`src/rtl/pkt_tx_pkg.sv`:
```
package pkt_tx_pkg;
  localparam int WORD_W = 32;

  localparam logic [5:0] OFS_STAT  = 6'h00;
  localparam logic [5:0] OFS_ENAB  = 6'h04;
  localparam logic [5:0] OFS_FLUSH = 6'h08;
  localparam logic [5:0] OFS_VAC   = 6'h0C;
  localparam logic [5:0] OFS_DATA  = 6'h10;
  localparam logic [5:0] OFS_LEN   = 6'h14;

  localparam logic [31:0] FLUSH_KEY = 32'h0000_00A5;
  localparam logic [31:0] IMPL_MASK = 32'hFFF8_0000;

  localparam int B_OVR  = 28;
  localparam int B_DONE = 27;
  localparam int B_MISM = 25;
  localparam int B_FLSH = 24;
endpackage

```
`src/rtl/pkt_tx_buf.sv`:
```
module pkt_tx_buf
  import pkt_tx_pkg::*;
#(
  parameter int DEPTH = 16,
  parameter int CAP   = DEPTH - 4,
  localparam int AW   = $clog2(DEPTH)
) (
  input  logic              clk,
  input  logic              rst,
  input  logic              push,
  input  logic [WORD_W-1:0] push_data,
  input  logic              commit,
  input  logic              discard,
  input  logic              flush,
  output logic [AW:0]       used,
  output logic [AW:0]       pend,
  output logic [WORD_W-1:0] m_tdata,
  output logic              m_tvalid,
  output logic              m_tlast,
  input  logic              m_tready
);
  logic [WORD_W-1:0] mem [DEPTH];
  logic [DEPTH-1:0]  last_q;
  logic [AW:0]       wr_ptr, cmt_ptr, rd_ptr;
  logic              load;

  assign used = wr_ptr - rd_ptr;
  assign pend = wr_ptr - cmt_ptr;
  assign load = (!m_tvalid || m_tready) && (rd_ptr != cmt_ptr) && !flush;

  // storage and output word, no reset so block RAM can be inferred
  always_ff @(posedge clk) begin
    if (push) mem[wr_ptr[AW-1:0]] <= push_data;
    if (load) m_tdata <= mem[rd_ptr[AW-1:0]];
  end

  always_ff @(posedge clk) begin
    if (rst) begin
      last_q <= '0;
    end else if (push) begin
      last_q[wr_ptr[AW-1:0]] <= 1'b0;
    end else if (commit) begin
      last_q[wr_ptr[AW-1:0] - 1'b1] <= 1'b1;
    end
  end

  always_ff @(posedge clk) begin
    if (rst || flush) begin
      wr_ptr   <= '0;
      cmt_ptr  <= '0;
      rd_ptr   <= '0;
      m_tvalid <= 1'b0;
      m_tlast  <= 1'b0;
    end else begin
      if (push)         wr_ptr  <= wr_ptr + 1'b1;
      else if (discard) wr_ptr  <= cmt_ptr;
      if (commit)       cmt_ptr <= wr_ptr;
      if (load) begin
        rd_ptr   <= rd_ptr + 1'b1;
        m_tvalid <= 1'b1;
        m_tlast  <= last_q[rd_ptr[AW-1:0]];
      end else if (m_tready) begin
        m_tvalid <= 1'b0;
      end
    end
  end


  tvalid_hold_chk: assert property (@(posedge clk) disable iff (rst)
    (m_tvalid && !m_tready && !flush) |=> (m_tvalid && $stable(m_tdata) && $stable(m_tlast)));

  cap_bound_chk: assert property (@(posedge clk) disable iff (rst)
    used <= (AW+1)'(CAP));

  flush_empty_chk: assert property (@(posedge clk) disable iff (rst)
    flush |=> (used == '0 && pend == '0 && !m_tvalid));
endmodule

```
`src/rtl/pkt_tx_stat.sv`:
```
module pkt_tx_stat
  import pkt_tx_pkg::*;
(
  input  logic              clk,
  input  logic              rst,
  input  logic [WORD_W-1:0] set_vec,
  input  logic              clr_wen,
  input  logic              ena_wen,
  input  logic [WORD_W-1:0] wdata,
  output logic [WORD_W-1:0] stat,
  output logic [WORD_W-1:0] enab,
  output logic              irq
);
  logic [WORD_W-1:0] clr_vec;
  assign clr_vec = clr_wen ? wdata : '0;

  always_ff @(posedge clk) begin
    if (rst) begin
      stat <= '0;
      enab <= '0;
      irq  <= 1'b0;
    end else begin
      stat <= ((stat & ~clr_vec) | set_vec) & IMPL_MASK;
      if (ena_wen) enab <= wdata & IMPL_MASK;
      irq  <= |(stat & enab);
    end
  end


  set_wins_chk: assert property (@(posedge clk) disable iff (rst)
    set_vec[B_DONE] |=> stat[B_DONE]);
endmodule

```
`src/rtl/pkt_tx_regs.sv`:
```
module pkt_tx_regs
  import pkt_tx_pkg::*;
#(
  parameter int DEPTH = 16
) (
  input  logic        clk,
  input  logic        rst,
  input  logic        reg_wen,
  input  logic [5:0]  reg_addr,
  input  logic [31:0] reg_wdata,
  output logic [31:0] reg_rdata,
  output logic [31:0] m_tdata,
  output logic        m_tvalid,
  input  logic        m_tready,
  output logic        m_tlast,
  output logic        irq
);
  localparam int AW  = $clog2(DEPTH);
  localparam int CAP = DEPTH - 4;

  logic [AW:0]  used, pend, vac;
  logic [31:0]  stat, enab, set_vec;
  logic         wr_data, push, ovr, wr_len, len_ok, commit, discard, flush;

  assign vac     = (AW+1)'(CAP) - used;
  assign wr_data = reg_wen && reg_addr == OFS_DATA;
  assign push    = wr_data && vac != '0;
  assign ovr     = wr_data && vac == '0;
  assign wr_len  = reg_wen && reg_addr == OFS_LEN;
  assign len_ok  = reg_wdata[1:0] == 2'b00 && pend != '0 &&
                   (reg_wdata >> 2) == 32'(pend);
  assign commit  = wr_len && len_ok;
  assign discard = wr_len && !len_ok;
  assign flush   = reg_wen && reg_addr == OFS_FLUSH && reg_wdata == FLUSH_KEY;

  always_comb begin
    set_vec         = '0;
    set_vec[B_OVR]  = ovr;
    set_vec[B_DONE] = m_tvalid && m_tready && m_tlast;
    set_vec[B_MISM] = discard;
    set_vec[B_FLSH] = flush;
  end

  pkt_tx_buf #(.DEPTH(DEPTH), .CAP(CAP)) u_buf (
    .clk(clk), .rst(rst), .push(push), .push_data(reg_wdata),
    .commit(commit), .discard(discard), .flush(flush),
    .used(used), .pend(pend), .m_tdata(m_tdata), .m_tvalid(m_tvalid),
    .m_tlast(m_tlast), .m_tready(m_tready)
  );

  pkt_tx_stat u_stat (
    .clk(clk), .rst(rst), .set_vec(set_vec),
    .clr_wen(reg_wen && reg_addr == OFS_STAT),
    .ena_wen(reg_wen && reg_addr == OFS_ENAB),
    .wdata(reg_wdata), .stat(stat), .enab(enab), .irq(irq)
  );

  always_ff @(posedge clk) begin
    if (rst) begin
      reg_rdata <= '0;
    end else begin
      unique case (reg_addr)
        OFS_STAT: reg_rdata <= stat;
        OFS_ENAB: reg_rdata <= enab;
        OFS_VAC:  reg_rdata <= 32'(vac);
        default:  reg_rdata <= '0;
      endcase
    end
  end


  overrun_flag_chk: assert property (@(posedge clk) disable iff (rst)
    ovr |=> (stat[B_OVR] && $stable(used)));

  mismatch_flag_chk: assert property (@(posedge clk) disable iff (rst)
    discard |=> (stat[B_MISM] && pend == '0));
endmodule

```
`config.mk`:
```
export PLATFORM = sky130hd
export DESIGN_NAME = pkt_tx_regs
export DESIGN_NICKNAME = d
export VERILOG_FILES = /design/src/rtl/pkt_tx_pkg.sv /design/src/rtl/pkt_tx_buf.sv /design/src/rtl/pkt_tx_stat.sv /design/src/rtl/pkt_tx_regs.sv
export SDC_FILE = /design/constraint.sdc
export NUM_CORES = 1
export LEC_CHECK = 0
export ABC_AREA = 1
export CAP_MARGIN = 20
export CORE_MARGIN = 4
export CORE_UTILIZATION = 45
export CTS_BUF_LIST = sky130_fd_sc_hd__clkbuf_16
export CTS_CLUSTER_SIZE = 28
export DETAILED_ROUTE_END_ITERATION = 6
export GPL_TIMING_DRIVEN = 0
export PLACE_DENSITY = 0.65
export SYNTH_ARGS = -nofsm -noshare
export SYNTH_HDL_FRONTEND = slang
export SYNTH_SLANG_ARGS = --single-unit
```
`constraint.sdc`:
```
create_clock -name clk -period 5.74 [get_ports clk]
set_input_delay 1.148 -clock clk [delete_from_list [all_inputs] [get_ports clk]]
set_output_delay 1.148 -clock clk [all_outputs]
set_load 0.03 [all_outputs]
```
==> results.json <==
{
  "cp_max_fo": 18,
  "nNetsFinal": 2293,
  "cp_common_cell": "buf_2",
  "post-place-ws_ps": 555,
  "synthCells": 2034,
  "antenna_cells": 0,
  "tightest_slew_ps": 970,
  "drt_wl_total_mm": 71.8,
  "wire_per_inst_um": 23.7,
  "grt_pass1_wl_mm": 107,
  "placed_cells": 2913,
  "switchingPower_mw": 2.49,
  "io_buffers": 93,
  "cap_viol_max_count": 0,
  "cpLargestDelayFamily": "buffers and inverters",
  "start_util_pct": 45.7,
  "synthTopCellsByCount": "544 x edfxtp_1, 396 x nor2_1, 186 x nand2_1, 183 x o21ai_0, 97 x nand3_1",
  "min_path_type": "flip-flop to flip-flop",
  "ys_warn_count": 0,
  "drc": 0,
  "cp_data_arrival_time_ps": 5450,
  "vias_per_cell": 5.76,
  "slowest_stage": "nor2_4",
  "dpl.hpwl_mm": 49.5,
  "cts_tree": "yes",
  "yosysTopAreaCell": "edfxtp_1",
  "grt.total_usage_pct": 23.6,
  "rsz0062_at_grt": "no",
  "dieArea_um2": 60000,
  "fin_ws_ps": 564,
  "finalSetupViolCount": 0,
  "row_count": 86,
  "yosys-top-cells-area": "edfxtp_1 65%, dfxtp_1 6.2%, nor2_1 5.9%",
  "min_from": "u_stat.stat[31]",
  "synth_most_common_cell": "edfxtp_1",
  "clock_power_share_pct": 41.1,
  "die-height_um": 245,
  "pwr-share-comb_pct": 10.2,
  "path_cells": "buf_2 > buf_2 > inv_2 > buf_2 > buf_2 > ha_1 > inv_1 > ha_1 > fa_1 > inv_1 > nand3_1 > nor2_1 > nand3_2 > nand2_4 > buf_6 > buf_2 > nor2_4 > buf_16",
  "clk_path_buf_depth": 3,
  "criticalPathCategory": "flip-flop to flip-flop",
  "clock_sinks": 622,
  "dpl_cell_area_um2": 27800,
  "synth_edf_count": 544,
  "p_seq_share_pct": 48.6,
  "async_flop_share_pct": 0,
  "crit_start": "u_buf.rd_ptr[0]",
  "initialDrtViolationCount": 1973,
  "num_vias": 17474,
  "pwr_density_cell_nw_per_um2": 342,
  "synth_seq_cells": 622,
  "ys_dominant_reg_cell": "edfxtp_1",
  "fin_skew_ps": 25.6,
  "grt_max_degree": 25,
  "critPathLaunchType": "flip-flop",
  "netlist_area_um2": 25300,
  "ant_nets": 0,
  "first_pass_iters": 6,
  "ys_seq_area_share_pct": 70.9,
  "required_ps": 6010,
  "numCtsBuffers": 66,
  "finalNonFillerCells": 3033,
  "power_leakage_nw": 10.1,
  "gr-total-overflow": 0,
  "cts_setup_buffers": 0,
  "gp_congestion": 0.863,
  "area.growth.synth_to_final_pct": 18.5,
  "period_share_pct": 90.2,
  "grt_pass1_vias": 17086,
  "p_sw_share_pct": 24.3,
  "status": "finished clean",
  "max_freq_ghz": 0.193,
  "clkTransAtPathRegs_ps": 60,
  "cp-end-kind": "flip-flop",
  "fin_area_um2": 29900,
  "hold_viol_final": 0,
  "period_needed_ps": 5180,
  "antenna_found_initial": 0,
  "htree_levels": 3,
  "crit-reg2reg-launch": "u_buf.rd_ptr[0]",
  "crit_buf_inv": 10,
  "slew_headroom_pct": 35.1,
  "avgSynthCellArea_um2": 12.4,
  "synth_top_area_share_pct": 64.7,
  "io_pins": 109,
  "cts_hold_buf": 0,
  "cts_root_buf": "clkbuf_16",
  "die_x_um": 245,
  "cts_resized": 0,
  "ys_types": 45,
  "max_stage_delay_ps": 660,
  "drv_slew": 0,
  "p_int_mw": 7.74,
  "design.core.area_um2": 55300,
  "drive_gt1_share_pct": 8.88,
  "clk_latency_ps": 590,
  "irDropWorstVdd_v": 0.000206
}
-- kinds of logic after synthesis --
logic type / Yosys count / synth area share [%]
other: 1 / 0.0149
flip-flops: 622 / 70.9
XOR/XNOR: 13 / 0.451
buffers and inverters: 204 / 3.60
AO/OA/AOI/OAI: 384 / 9.88
AND/OR/NAND/NOR: 735 / 12.0
adder cells (fa/ha/maj): 18 / 0.951
multiplexers: 57 / 2.26
-- layout by cell type, fill, tap and decap left out, types with 34 or more instances in the layout --
master           count
clkdlybuf4s50_1     93
mux2i_1             57
edfxtp_1           544
o221ai_1            57
nor2_1             384
clkbuf_1            70
a21oi_1             34
dfxtp_1             78
clkbuf_16           68
inv_1               78
buf_2               35
o32ai_1             74
nand3_1             97
nand2_1            186
o21ai_0            183
-- metrics by stage --
step / TNS [ps] / utilization, % / hold WS [ps] / total power [mW]
detailed placement: 0 / 50.2 / 454 / 6.11
finish: 0 / 54.1 / 465 / 10.2
CTS: 0 / 54.1 / 462 / 10.3
global placement: -789860 / 49.1 / 445 / 6.09
global route: 0 / 54.1 / 478 / 10.6
floorplan: 0 / - / 435 / 5.64
-- sequential cells by signal, summed over array words and instances, names as in the netlist, 13 cells and up --
register and flops:
u_buf.m_tdata 32, u_buf.last_q 16, u_stat.stat 13, u_stat.enab 13
reg_rdata 18, u_buf.mem 512
-- per-layer routing --
metal	vias to the layer above	wire (µm)	track usage, %
met5	-	0	0
met4	0	2600	8.98
met3	144	5950	4.01
met2	838	33200	37.2
met1	8629	30000	33.2
li1	7863	-	-
-- worst min-delay path, cell delays in order (launching register included) --
cell and delay (ps):
dfxtp_1 320, nand2_1 60, a31oi_1 40
-- path summary, 6_finish.rpt --
check	slack, ps	cells past startpoint	to
max	560	18	u_buf.mem[12][12]
max reg2reg	560	18	u_buf.mem[12][12]
min	470	2	u_stat.stat[31]
min reg2reg	470	2	u_stat.stat[31]
-- layout make-up --
| cell class | instances | area [µm²] |
|---|---|---|
| buffer | 137 | 656 |
| clock buffer | 68 | 1700 |
| clock inverter | 52 | 448 |
| fill | 4644 | 25400 |
| inverter | 67 | 254 |
| multi-input combinational | 1221 | 6620 |
| sequential | 622 | 17900 |
| tap | 748 | 936 |
| timing repair buffer | 118 | 1420 |
-- power by group through the flow --
stage	Combinational (mW)	Sequential [mW]	Clock (mW)
global route	1.11	4.97	4.47
detailed placement	1.04	5.07	0
global placement	1.01	5.07	0
floorplan	0.515	5.13	0
finish	1.05	4.97	4.21
CTS	1.04	4.97	4.27
(Power assumes the default switching activity.)
